File: src/rtl/pata_pkg.sv
`timescale 1ns/1ps
package pata_pkg;
  localparam int CFG_EN_BIT  = 15;
  localparam int CFG_SEC_BIT = 14;
  localparam int ISP_LSB     = 12;
  localparam int RCV_LSB     = 8;
  localparam int DEVHEAD_OFS = 6;

  typedef enum logic [1:0] {
    ST_IDLE = 2'd0,
    ST_ACT  = 2'd1,
    ST_WAIT = 2'd2,
    ST_REC  = 2'd3
  } cyc_st_e;

  // per-drive control nibble, msb first
  typedef struct packed {
    logic rsvd;
    logic prefetch;
    logic iordy_en;
    logic fast;
  } drv_ctl_t;
endpackage

File: src/rtl/pata_addr_decode.sv
`timescale 1ns/1ps
module pata_addr_decode #(
  parameter int ADDR_W = 10
) (
  input  logic [ADDR_W-1:0] addr_i,
  input  logic              en_i,
  input  logic              sec_i,
  output logic              hit_o,
  output logic              ctrl_o,
  output logic [2:0]        da_o
);
  localparam logic [ADDR_W-1:0] PRI_CMD  = ADDR_W'(10'h1F0);
  localparam logic [ADDR_W-1:0] PRI_CTRL = ADDR_W'(10'h3F6);
  localparam logic [ADDR_W-1:0] SEC_CMD  = ADDR_W'(10'h170);
  localparam logic [ADDR_W-1:0] SEC_CTRL = ADDR_W'(10'h376);

  logic [ADDR_W-1:0] cmd_base, ctrl_addr;
  logic cmd_hit, ctrl_hit;

  always_comb begin
    cmd_base  = sec_i ? SEC_CMD  : PRI_CMD;
    ctrl_addr = sec_i ? SEC_CTRL : PRI_CTRL;
    cmd_hit   = (addr_i[ADDR_W-1:3] == cmd_base[ADDR_W-1:3]);
    ctrl_hit  = (addr_i == ctrl_addr);
    hit_o     = en_i & (cmd_hit | ctrl_hit);
    ctrl_o    = ctrl_hit;
    da_o      = ctrl_hit ? 3'd6 : addr_i[2:0];
  end
endmodule

File: src/rtl/pata_drive_track.sv
`timescale 1ns/1ps
module pata_drive_track (
  input  logic clk_i,
  input  logic rst_ni,
  input  logic upd_i,
  input  logic sel_i,
  output logic drive_o
);
  always_ff @(posedge clk_i or negedge rst_ni) begin
    if (!rst_ni)    drive_o <= 1'b0;
    else if (upd_i) drive_o <= sel_i;
  end
endmodule

File: src/rtl/pata_timing_pick.sv
`timescale 1ns/1ps
module pata_timing_pick
  import pata_pkg::*;
#(
  parameter int TCNT_W     = 4,
  parameter int COMPAT_ACT = 8,
  parameter int COMPAT_REC = 10
) (
  input  logic [15:0]       cfg_i,
  input  logic              drive_i,
  output logic [TCNT_W-1:0] act_len_o,
  output logic [TCNT_W-1:0] rec_len_o,
  output logic              iordy_en_o
);
  localparam int FAST_ACT_MAX = 5;
  localparam int FAST_REC_MAX = 4;

  drv_ctl_t nib [2];
  for (genvar g = 0; g < 2; g++) begin : g_nib
    assign nib[g] = drv_ctl_t'(cfg_i[4*g +: 4]);
  end

  drv_ctl_t   sel;
  logic [1:0] isp, rcv;
  assign sel = nib[drive_i];
  assign isp = cfg_i[ISP_LSB +: 2];
  assign rcv = cfg_i[RCV_LSB +: 2];

  always_comb begin
    if (sel.fast) begin
      act_len_o  = TCNT_W'(FAST_ACT_MAX - int'(isp));
      rec_len_o  = TCNT_W'(FAST_REC_MAX - int'(rcv));
      iordy_en_o = sel.iordy_en;
    end else begin
      act_len_o  = TCNT_W'(COMPAT_ACT);
      rec_len_o  = TCNT_W'(COMPAT_REC);
      iordy_en_o = 1'b0;
    end
  end

  logic unused_cfg;
  assign unused_cfg = ^{cfg_i[15:14], cfg_i[11:10], sel.rsvd, sel.prefetch};
endmodule

File: src/rtl/pata_cycle_fsm.sv
`timescale 1ns/1ps
module pata_cycle_fsm
  import pata_pkg::*;
#(
  parameter int TCNT_W   = 4,
  parameter int TMO_CLKS = 256
) (
  input  logic              clk_i,
  input  logic              rst_ni,
  input  logic              start_i,
  input  logic [TCNT_W-1:0] act_len_i,
  input  logic [TCNT_W-1:0] rec_len_i,
  input  logic              iordy_en_i,
  input  logic              iordy_i,
  output logic              busy_o,
  output logic              strobe_o,
  output logic              cap_o,
  output logic              tmo_o,
  output logic              done_o
);
  localparam int WCNT_W = (TMO_CLKS > 2) ? $clog2(TMO_CLKS) : 1;
  localparam logic [WCNT_W-1:0] WLAST = WCNT_W'(TMO_CLKS - 1);

  cyc_st_e           st_q;
  logic [TCNT_W-1:0] cnt_q, act_q, rec_q;
  logic [WCNT_W-1:0] wcnt_q;
  logic              ien_q;
  logic              act_end, stretch, wait_end;

  assign act_end  = (st_q == ST_ACT) && (cnt_q == act_q);
  assign stretch  = ien_q & ~iordy_i;
  assign wait_end = (st_q == ST_WAIT) && (iordy_i || (wcnt_q == WLAST));
  assign cap_o    = (act_end & ~stretch) | wait_end;
  assign tmo_o    = (st_q == ST_WAIT) && !iordy_i && (wcnt_q == WLAST);
  assign busy_o   = (st_q != ST_IDLE);
  assign strobe_o = (st_q == ST_ACT) || (st_q == ST_WAIT);

  always_ff @(posedge clk_i or negedge rst_ni) begin
    if (!rst_ni) begin
      st_q   <= ST_IDLE;
      cnt_q  <= '0;
      act_q  <= '0;
      rec_q  <= '0;
      wcnt_q <= '0;
      ien_q  <= 1'b0;
      done_o <= 1'b0;
    end else begin
      done_o <= 1'b0;
      unique case (st_q)
        ST_IDLE: if (start_i) begin
          st_q  <= ST_ACT;
          cnt_q <= TCNT_W'(1);
          act_q <= act_len_i;
          rec_q <= rec_len_i;
          ien_q <= iordy_en_i;
        end
        ST_ACT: begin
          if (act_end) begin
            if (stretch) begin
              st_q   <= ST_WAIT;
              wcnt_q <= '0;
            end else begin
              st_q  <= ST_REC;
              cnt_q <= TCNT_W'(1);
            end
          end else begin
            cnt_q <= cnt_q + TCNT_W'(1);
          end
        end
        ST_WAIT: begin
          if (wait_end) begin
            st_q  <= ST_REC;
            cnt_q <= TCNT_W'(1);
          end else begin
            wcnt_q <= wcnt_q + WCNT_W'(1);
          end
        end
        ST_REC: begin
          if (cnt_q == rec_q) begin
            st_q   <= ST_IDLE;
            done_o <= 1'b1;
          end else begin
            cnt_q <= cnt_q + TCNT_W'(1);
          end
        end
        default: st_q <= ST_IDLE;
      endcase
    end
  end
endmodule

File: src/rtl/pata_pio_timer.sv
`timescale 1ns/1ps
module pata_pio_timer
  import pata_pkg::*;
#(
  parameter int ADDR_W     = 10,
  parameter int DATA_W     = 16,
  parameter int COMPAT_ACT = 8,
  parameter int COMPAT_REC = 10,
  parameter int TMO_CLKS   = 256
) (
  input  logic              clk_i,
  input  logic              rst_ni,
  input  logic [15:0]       cfg_i,
  input  logic              req_i,
  input  logic              we_i,
  input  logic [ADDR_W-1:0] addr_i,
  input  logic [DATA_W-1:0] wdata_i,
  output logic              rdy_o,
  output logic [DATA_W-1:0] rdata_o,
  output logic              err_o,
  output logic              ata_cs0_no,
  output logic              ata_cs1_no,
  output logic [2:0]        ata_da_o,
  output logic              ata_dior_no,
  output logic              ata_diow_no,
  input  logic              ata_iordy_i,
  input  logic [DATA_W-1:0] ata_dd_i,
  output logic [DATA_W-1:0] ata_dd_o,
  output logic              ata_dd_oe_o
);
  localparam int LEN_MAX = (COMPAT_REC > COMPAT_ACT) ? COMPAT_REC : COMPAT_ACT;
  localparam int TCNT_W  = $clog2(((LEN_MAX > 5) ? LEN_MAX : 5) + 1);

  logic              hit, is_ctrl, drive, start, devhead_wr;
  logic [2:0]        da;
  logic [TCNT_W-1:0] act_len, rec_len;
  logic              iordy_en, busy, strobe, cap, tmo;
  logic              we_q, ctrl_q;
  logic [2:0]        da_q;
  logic [DATA_W-1:0] wdata_q;

  pata_addr_decode #(.ADDR_W(ADDR_W)) u_dec (
    .addr_i (addr_i),
    .en_i   (cfg_i[CFG_EN_BIT]),
    .sec_i  (cfg_i[CFG_SEC_BIT]),
    .hit_o  (hit),
    .ctrl_o (is_ctrl),
    .da_o   (da)
  );

  assign start      = req_i & hit & ~busy;
  assign devhead_wr = start & we_i & ~is_ctrl & (da == 3'(DEVHEAD_OFS));

  pata_drive_track u_drv (
    .clk_i   (clk_i),
    .rst_ni  (rst_ni),
    .upd_i   (devhead_wr),
    .sel_i   (wdata_i[4]),
    .drive_o (drive)
  );

  pata_timing_pick #(
    .TCNT_W(TCNT_W), .COMPAT_ACT(COMPAT_ACT), .COMPAT_REC(COMPAT_REC)
  ) u_pick (
    .cfg_i      (cfg_i),
    .drive_i    (drive),
    .act_len_o  (act_len),
    .rec_len_o  (rec_len),
    .iordy_en_o (iordy_en)
  );

  pata_cycle_fsm #(.TCNT_W(TCNT_W), .TMO_CLKS(TMO_CLKS)) u_fsm (
    .clk_i      (clk_i),
    .rst_ni     (rst_ni),
    .start_i    (start),
    .act_len_i  (act_len),
    .rec_len_i  (rec_len),
    .iordy_en_i (iordy_en),
    .iordy_i    (ata_iordy_i),
    .busy_o     (busy),
    .strobe_o   (strobe),
    .cap_o      (cap),
    .tmo_o      (tmo),
    .done_o     (rdy_o)
  );

  always_ff @(posedge clk_i or negedge rst_ni) begin
    if (!rst_ni) begin
      we_q    <= 1'b0;
      ctrl_q  <= 1'b0;
      da_q    <= '0;
      wdata_q <= '0;
      rdata_o <= '0;
      err_o   <= 1'b0;
    end else begin
      if (start) begin
        we_q    <= we_i;
        ctrl_q  <= is_ctrl;
        da_q    <= da;
        wdata_q <= wdata_i;
      end
      if (cap && !we_q) rdata_o <= ata_dd_i;
      if (tmo)          err_o   <= 1'b1;
    end
  end

  assign ata_cs0_no  = ~(busy & ~ctrl_q);
  assign ata_cs1_no  = ~(busy & ctrl_q);
  assign ata_da_o    = da_q;
  assign ata_dior_no = ~(strobe & ~we_q);
  assign ata_diow_no = ~(strobe & we_q);
  assign ata_dd_o    = wdata_q;
  assign ata_dd_oe_o = strobe & we_q;
endmodule

File: config.mk
export PLATFORM = sky130hd
export DESIGN_NAME = pata_pio_timer
export DESIGN_NICKNAME = d
export VERILOG_FILES = /design/src/rtl/pata_pkg.sv /design/src/rtl/pata_addr_decode.sv /design/src/rtl/pata_drive_track.sv /design/src/rtl/pata_timing_pick.sv /design/src/rtl/pata_cycle_fsm.sv /design/src/rtl/pata_pio_timer.sv
export SDC_FILE = /design/constraint.sdc
export NUM_CORES = 1
export LEC_CHECK = 0
export BUFFER_PORTS_ARGS = -buffer_cell sky130_fd_sc_hd__buf_2
export CAP_MARGIN = 20
export CORE_ASPECT_RATIO = 0.7
export CORE_MARGIN = 1
export CORE_UTILIZATION = 39
export CTS_BUF_LIST = sky130_fd_sc_hd__clkbuf_16
export DETAILED_ROUTE_END_ITERATION = 10
export PLACE_DENSITY = 0.62
export SYNTH_ARGS = -nofsm -noshare
export SYNTH_HDL_FRONTEND = slang
export SYNTH_SLANG_ARGS = --single-unit
File: constraint.sdc
create_clock -name clk_i -period 3.1 [get_ports clk_i]
set_clock_uncertainty 0.1 [all_clocks]
set_input_delay 0.155 -clock clk_i [delete_from_list [all_inputs] [get_ports clk_i]]
set_output_delay 0.155 -clock clk_i [all_outputs]
set_load 0.02 [all_outputs]
==> run metrics, run 1 <==
Setup TNS Final 0 ns; pwr dens roughly 760 nW/um^2; n_diodes 0; Filler Cell Count 691; row cnt 27; Hold WC Path Type in -> reg; Seq/Total Area, Yosys between 40 and 50%; total grt overflow 0; final number of hold-violating endpoints 0; die height between 70 and 80 um; CTS tree built; number of DRC markers in iteration 0 168; Final Setup Violations 0; Post-synth top cells 62 x dfrtp_1, 39 x nand2_1, 26 x inv_1, 23 x mux2_2, 18 x o2111ai_1; Period minus WS final between 2 and 3 ns; die width around 110 um; Yosys Warn Count 0; root buf cell clkbuf_16; clock latency on the worst-skew pair between 0.3 and 0.4 ns; Worst Tran Pin Value 0.644 ns; Initial Util 40.6%; synth top area cells dfrtp_1 48%, mux2_2 8.0%, o2111ai_1 4.9%, nand2_1 4.5%, o31ai_1 3.3%; DR DRC count 0; Multi-input gate area 1470 um^2; drt pass-1 iters 4; Final #Nets about 500; Worst VDD drop 0.341 mV; FF-to-FF setup slack 0.56 ns; H-tree depth 3; Synth top area share between 40% and 50%; Total GRT Usage between 10% and 20%; async set or reset register ratio after synthesis 100%; port bufs 98; first-pass GRT wire length 13,200 um; outcome finished, final reports clean; static leakage power roughly 0.0022 uW; Die Area between 8000 and 9000 um^2; Yosys reg bits slightly above 60; CP endpoint kind flop; EDFF count, synth 0; area grow syn2layout 35.8%; Critical Path Start u_fsm.cnt_q[2]; initial antenna violation count 0; Combinational Power Share roughly 36%; Net Sw Frac approximately 35%; most common cell in the netlist dfrtp_1; RSZ-0062 raised after global routing no; Worst EP required between 3 and 4 ns; worst setup path end rdata_o[6]; post-detail-place hpwl between 5000 and 6000 um; Distinct cells, synth 48; fin area roughly 4400 um^2; Synth Cell Area around 3200 um^2; Worst R2R Start u_fsm.cnt_q[2]; total power around 3300 uW; arrival time worst endpoint 2.65 ns; routability cong. approximately 0.80; CTS buffer count 9; vias in the first global route roughly 2.8k; fmax between 300 and 400 MHz; Period Utilization, post-route between 80% and 90%; count of pins over their slew limit 0; Max Cap Violations 0; leading area contributor after synthesis dfrtp_1; FF/Latch Area 1550 um^2; layout cells sized above 1 about a third; routed len/inst ~14 um; reg-to-reg endpoint rdata_o[6]; via/cell ratio roughly 5.2; clock network fraction of design power 30.7%; Net Sw Power about 1200 uW; post-synthesis instance total a little over 300; CTS Buffer Depth 2; IO Count 105; Mean Syn Cell Area ~10 um^2; Clock transition at path regs 0.05 ns; Sequential Power Share between 30% and 40%; Vias 2,818; kind of critical path reg -> reg; R2R depth 5; Top FF cell, synth dfrtp_1; Placement Cell Area ~3800 um^2; Detailed Route WL roughly 7800 um; max_slew headroom roughly 57%; Internal between 2000 and 2500 uW; pin count of the biggest net entering global routing 37; Routed Antenna Nets 0; largest fanout on the critical path 16; Placeable Area about 8000 um^2; CP Launch Type flop; Num Clock Sinks a little over 60; Post-CTS Setup Inserts 0; Mapped Nets roughly 380
[per-layer routing]
layer	up-vias	global-route usage, %	routed length, um
met5	-	0	0
met4	0	6.27	74
met3	9	7.57	605
met2	86	29.6	3540
met1	1334	25.3	3560
li1	1389	-	-
[area by class of cell]
type                    count  share of cell area [%]
clock buffers               9                    5.14
clock inverters             6                    1.80
inverters                  27                    2.31
multi-input cells         199                    33.6
flip-flops and latches     62                    35.4
well taps                 101                    2.89
repair buffers            134                    18.9
[worst min path at each step]
stage	slack [ns]	start	end	cells after the start
after floorplan	-0.24	rst_ni	ata_da_o[0]	0
after global placement	0.11	rst_ni	u_fsm.done_o	2
after detailed placement	0.1	rst_ni	u_fsm.done_o	2
after CTS	0.0005	ata_dd_i[9]	rdata_o[9]	3
after global routing	0.007	ata_dd_i[12]	rdata_o[12]	3
final	0.009	ata_dd_i[10]	rdata_o[10]	3
[cells by family (layout without fill, tap and decap cells)]
family	after synthesis	count (layout)	synth area share, %
compound gates	82	82	20.6
simple gates	77	77	11.4
flops	62	62	48.1
buf+inv	48	176	6.32
mux	25	25	8.65
xor+xnor	8	8	2.17
fa+ha+maj	7	7	2.72
[power by group through the flow]
stage          registers, uW  clock network [uW]  logic [uW]
2_1_floorplan           1240                   0         715
3_3_place_gp            1130                   0        1150
3_5_place_dp            1130                   0        1180
4_1_cts                 1120                1060        1200
5_1_grt                 1150                1090        1320
6_report                1120                1030        1190
[sequential cells by signal, indices dropped and copies added (netlist names), 2 cells and up]
register	count
u_fsm.wcnt_q	8
u_fsm.act_q	3
rdata_o	16
u_fsm.rec_q	4
u_fsm.cnt_q	4
ata_dd_o	16
ata_da_o	3
u_fsm.st_q	2
[stage by stage]
step	std cells	hold slack, ns	setup slack (ns)	utilization (%)
global route	538	0.00718	0.384	55.2
floorplan	309	-0.241	0.744	-
finish	538	0.00900	0.559	55.2
detailed placement	497	0.0980	0.552	48.1
global placement	497	0.107	0.607	48.1
CTS	538	0.000493	0.539	55.2
[worst max-delay path: stages, from the launching register on]
cell and delay [ns]:
dfrtp_1 0.44, xor2_1 0.18, or4_4 0.58, or3_1 0.52, o211a_4 0.30, o311ai_0 0.30
[placed cells by master (no fill, tap or decap), types with 3 or more instances in the layout]
cell type,synthesis,final
buf_2,1,98
dfrtp_1,62,62
nand2_1,39,39
inv_1,26,27
dlygate4sd3_1,0,26
mux2_2,23,23
o2111ai_1,18,18
o31ai_1,14,14
o21ai_0,11,11
buf_4,0,10
clkbuf_16,0,9
o311ai_1,8,8
xor2_1,7,7
ha_1,7,7
nor2_1,6,6
o311ai_0,6,6
or3_1,5,5
nand3_1,5,5
nor3_1,4,4
o41ai_1,4,4
nand2b_1,3,3
clkinv_1,1,3
a21oi_1,3,3
nor2b_1,3,3
and2_1,3,3
[what timing repair did]
item / in CTS / in global routing
resized for setup: 0 / 0
endpoints found under the hold margin: 89 / 0
hold buffers: 26 / 0
(Power assumes the default switching activity.)
==> run 2: changes to the inputs <==
Settings changed: ABC_AREA set to 1, PLACE_DENSITY 0.62 to 0.65.
Clock period 3.1 ns to 2.3 ns, I/O delays scaled along.
==> run metrics, run 2 <==
H-tree depth 3 (unchanged); grt met1 use 25.9% (+0.60 points); layout cells sized above 1 27.4% (-6.7 points); Hold EP err_o; Total GRT Usage 19.7% (+0.31 points); Worst Tran Pin Value 0.621 ns (-0.0230 ns); Worst R2R Start u_fsm.st_q[0]; Placeable Area 7870 um^2 (-0.85%); Most Crowded Layer GR met2; Yosys reg bits 62 (unchanged); Placement Cell Area 3750 um^2 (-1.7%); Period minus WS final 1.98 ns (-0.563 ns); M3 GR Usage 5.88% (-1.7 points); post-synthesis instance total 395 (+28%); total power 4100 uW (+23%); die height 77.5 um (-0.82%); port bufs 98 (unchanged); synth top area cells dfrtp_1 49%, nand2_1 18%, nand3_1 5.8%, inv_1 3.9%, ha_1 2.8%; Synth top area share 48.9% (+0.82 points); CTS Buffer Depth 2 (unchanged); Die Area 8500 um^2 (-1.6%); Detailed Route WL 7590 um (-2.3%); CTS buffer count 9 (unchanged); Post-CTS Setup Inserts 0 (unchanged); RSZ-0062 raised after global routing no; fin area 4450 um^2 (+1.7%); Mapped Nets 465 (+23%); Final #Nets 608 (+21%); most frequent cells in the layout 152 x nand2_1, 98 x buf_2, 62 x dfrtp_1; Distinct cells, synth 30 (-38%); Setup TNS Final 0 ns (unchanged); post-detail-place hpwl 5080 um (-8.2%); drt pass-1 iters 4 (unchanged); Final Setup Violations 0 (unchanged); hold path depth 4 (+1); FF/Latch Area 1550 um^2 (unchanged); post-CTS sizing 0 (unchanged); row cnt 27 (unchanged); Yosys Warn Count 0 (unchanged); Top FF cell, synth dfrtp_1; area grow syn2layout 40.4%; Routed Antenna Nets 0 (unchanged); Num Clock Sinks 62 (unchanged); CP Launch Type flop; routed len/inst 11.8 um (-18%); count of pins over their slew limit 0 (unchanged); total grt overflow 0 (unchanged); leading area contributor after synthesis dfrtp_1; Seq/Total Area, Yosys 48.9% (+0.82 points); number of hold buffers added after cts 41 (+58%); reg-to-reg endpoint u_fsm.wcnt_q[1]; most common cell in the netlist nand2_1; max_slew headroom 58.5% (+1.6 points); Sequential Power Share 34.0% (+0.4 points); Net Sw Power 1520 uW (+28%); Synth Cell Area 3170 um^2 (-1.7%); pin count of the biggest net entering global routing 63 (+70%); R2R depth 7 (+2); FF-to-FF setup slack 0.32 ns (-0.24 ns); IO Count 105 (unchanged); arrival time worst endpoint 2.08 ns (-0.57 ns); number of DRC markers in iteration 0 158 (-6.0%); Max Cap Violations 0 (unchanged); static leakage power 0.00255 uW (+17%); Worst EP required 2.40 ns (-0.81 ns); clock latency on the worst-skew pair 0.33 ns (about the same); EDFF count, synth 0 (unchanged); Hold WC Path Type in -> reg; async set or reset register ratio after synthesis 100% (unchanged); kind of critical path reg -> reg; fmax 506 MHz (+28%); Filler Cell Count 702 (+1.6%); clock network fraction of design power 32.1% (+1.4 points); Post-synth top cells 152 x nand2_1, 62 x dfrtp_1, 37 x nand3_1, 33 x inv_1, 23 x nor2_1; final number of hold-violating endpoints 0 (unchanged); largest fanout on the critical path 15 (-1); Combinational Power Share 33.9% (-1.8 points); most common cell after layout, fill and taps aside nand2_1; initial antenna violation count 0 (unchanged); outcome finished, final reports clean; CTS tree built; Multi-input gate area 1390 um^2 (-5.5%); Period Utilization, post-route 86.0% (+4.0 points); pwr dens 921 nW/um^2 (+21%); Vias 2,941 (+4.4%); root buf cell clkbuf_16; first-pass GRT wire length 12,900 um (-2.0%); Net Sw Frac 37.2% (+1.7 points); Hold Startpoint ata_iordy_i; routability cong. 0.799 (-0.42%); die width 110 um (-0.82%); final core occ 56.6% (+1.4 points); Clock transition at path regs 0.05 ns (about the same); Worst VDD drop 0.528 mV (+55%); n_diodes 0 (unchanged); CP endpoint kind flop; DR DRC count 0 (unchanged); via/cell ratio 4.57 (-13%); Internal 2580 uW (+19%); Mean Syn Cell Area 8.03 um^2 (-23%); vias in the first global route 2,849 (+2.2%); met2 GRT Util 31.1% (+1.6 points); Initial Util 40.3% (-0.33 points)
run 2: changes by cell type in the layout (fill, tap and decap cells not counted), moves of 6 or more:
cell,change
o311ai_0,-6
o2111ai_1,-18
o21ai_2,+8
nand3_1,+32
nor2_1,+17
nand2_2,+8
o311ai_1,-8
mux2_2,-23
dlygate4sd3_1,+15
o31ai_1,-14
nand2_1,+113
buf_4,-6
inv_1,+7
run 2: how the worst max path moves through the flow:
stage | to | start | cells after the start
floorplan | u_fsm.wcnt_q[4] | u_fsm.wcnt_q[0] | 10
global placement | u_fsm.wcnt_q[0] | u_fsm.st_q[0] | 7
detailed placement | u_fsm.wcnt_q[0] | u_fsm.st_q[0] | 7
CTS | u_fsm.wcnt_q[0] | u_fsm.st_q[0] | 7
global route | u_fsm.act_q[1] | u_fsm.st_q[0] | 9
finish | u_fsm.wcnt_q[1] | u_fsm.st_q[0] | 7
run 2: worst max-delay path, cell delays in order, from the launching register on:
cell     delay [ns]
dfrtp_1        0.45
inv_1          0.12
ha_1           0.43
nor2_1         0.08
a21oi_1        0.20
nand2_2        0.27
nand2_1        0.15
o21ai_2        0.06
run 2: cell families after synthesis:
kind of cell | synth area share (%)
XOR/XNOR | 1.38
AND/OR/NAND/NOR | 32.9
AO/OA/AOI/OAI | 6.43
multiplexers | 0.316
buffers and inverters | 7.30
adder cells (fa/ha/maj) | 2.76
flip-flops | 48.9
run 2: per-layer routing:
| layer | wire length (um) | part of all wire, % | up-vias |
|---|---|---|---|
| met4 | 68 | 0.90 | 0 |
| met3 | 415 | 5.5 | 9 |
| met5 | 0 | 0 | - |
| met1 | 3680 | 49 | 1321 |
| met2 | 3420 | 45 | 82 |
| li1 | - | - | 1529 |
run 2: layout make-up:
cell class                      count  share of cell area (%)
Clock inverter                      7                    1.49
Clock buffer                        9                    5.06
Tap cell                          101                    2.84
Timing Repair Buffer              144                    21.4
Multi-Input combinational cell    283                    31.2
Inverter                           38                    3.20
Sequential cell                    62                    34.9
run 2: power groups by stage:
stage	Combinational (uW)	Sequential (uW)	Clock (uW)
CTS	1400	1390	1350
global route	1560	1410	1410
finish	1390	1390	1320
detailed placement	1340	1400	0
global placement	1310	1400	0
floorplan	908	1490	0
run 2: stage by stage:
step	hold slack (ns)	std cells	worst slack (ns)
final	0.0442	644	0.322
after global routing	0.0679	644	0.116
after CTS	0.0323	644	0.295
after detailed placement	0.0517	587	0.341
after global placement	0.0531	587	0.406
after floorplan	-0.281	395	0.630
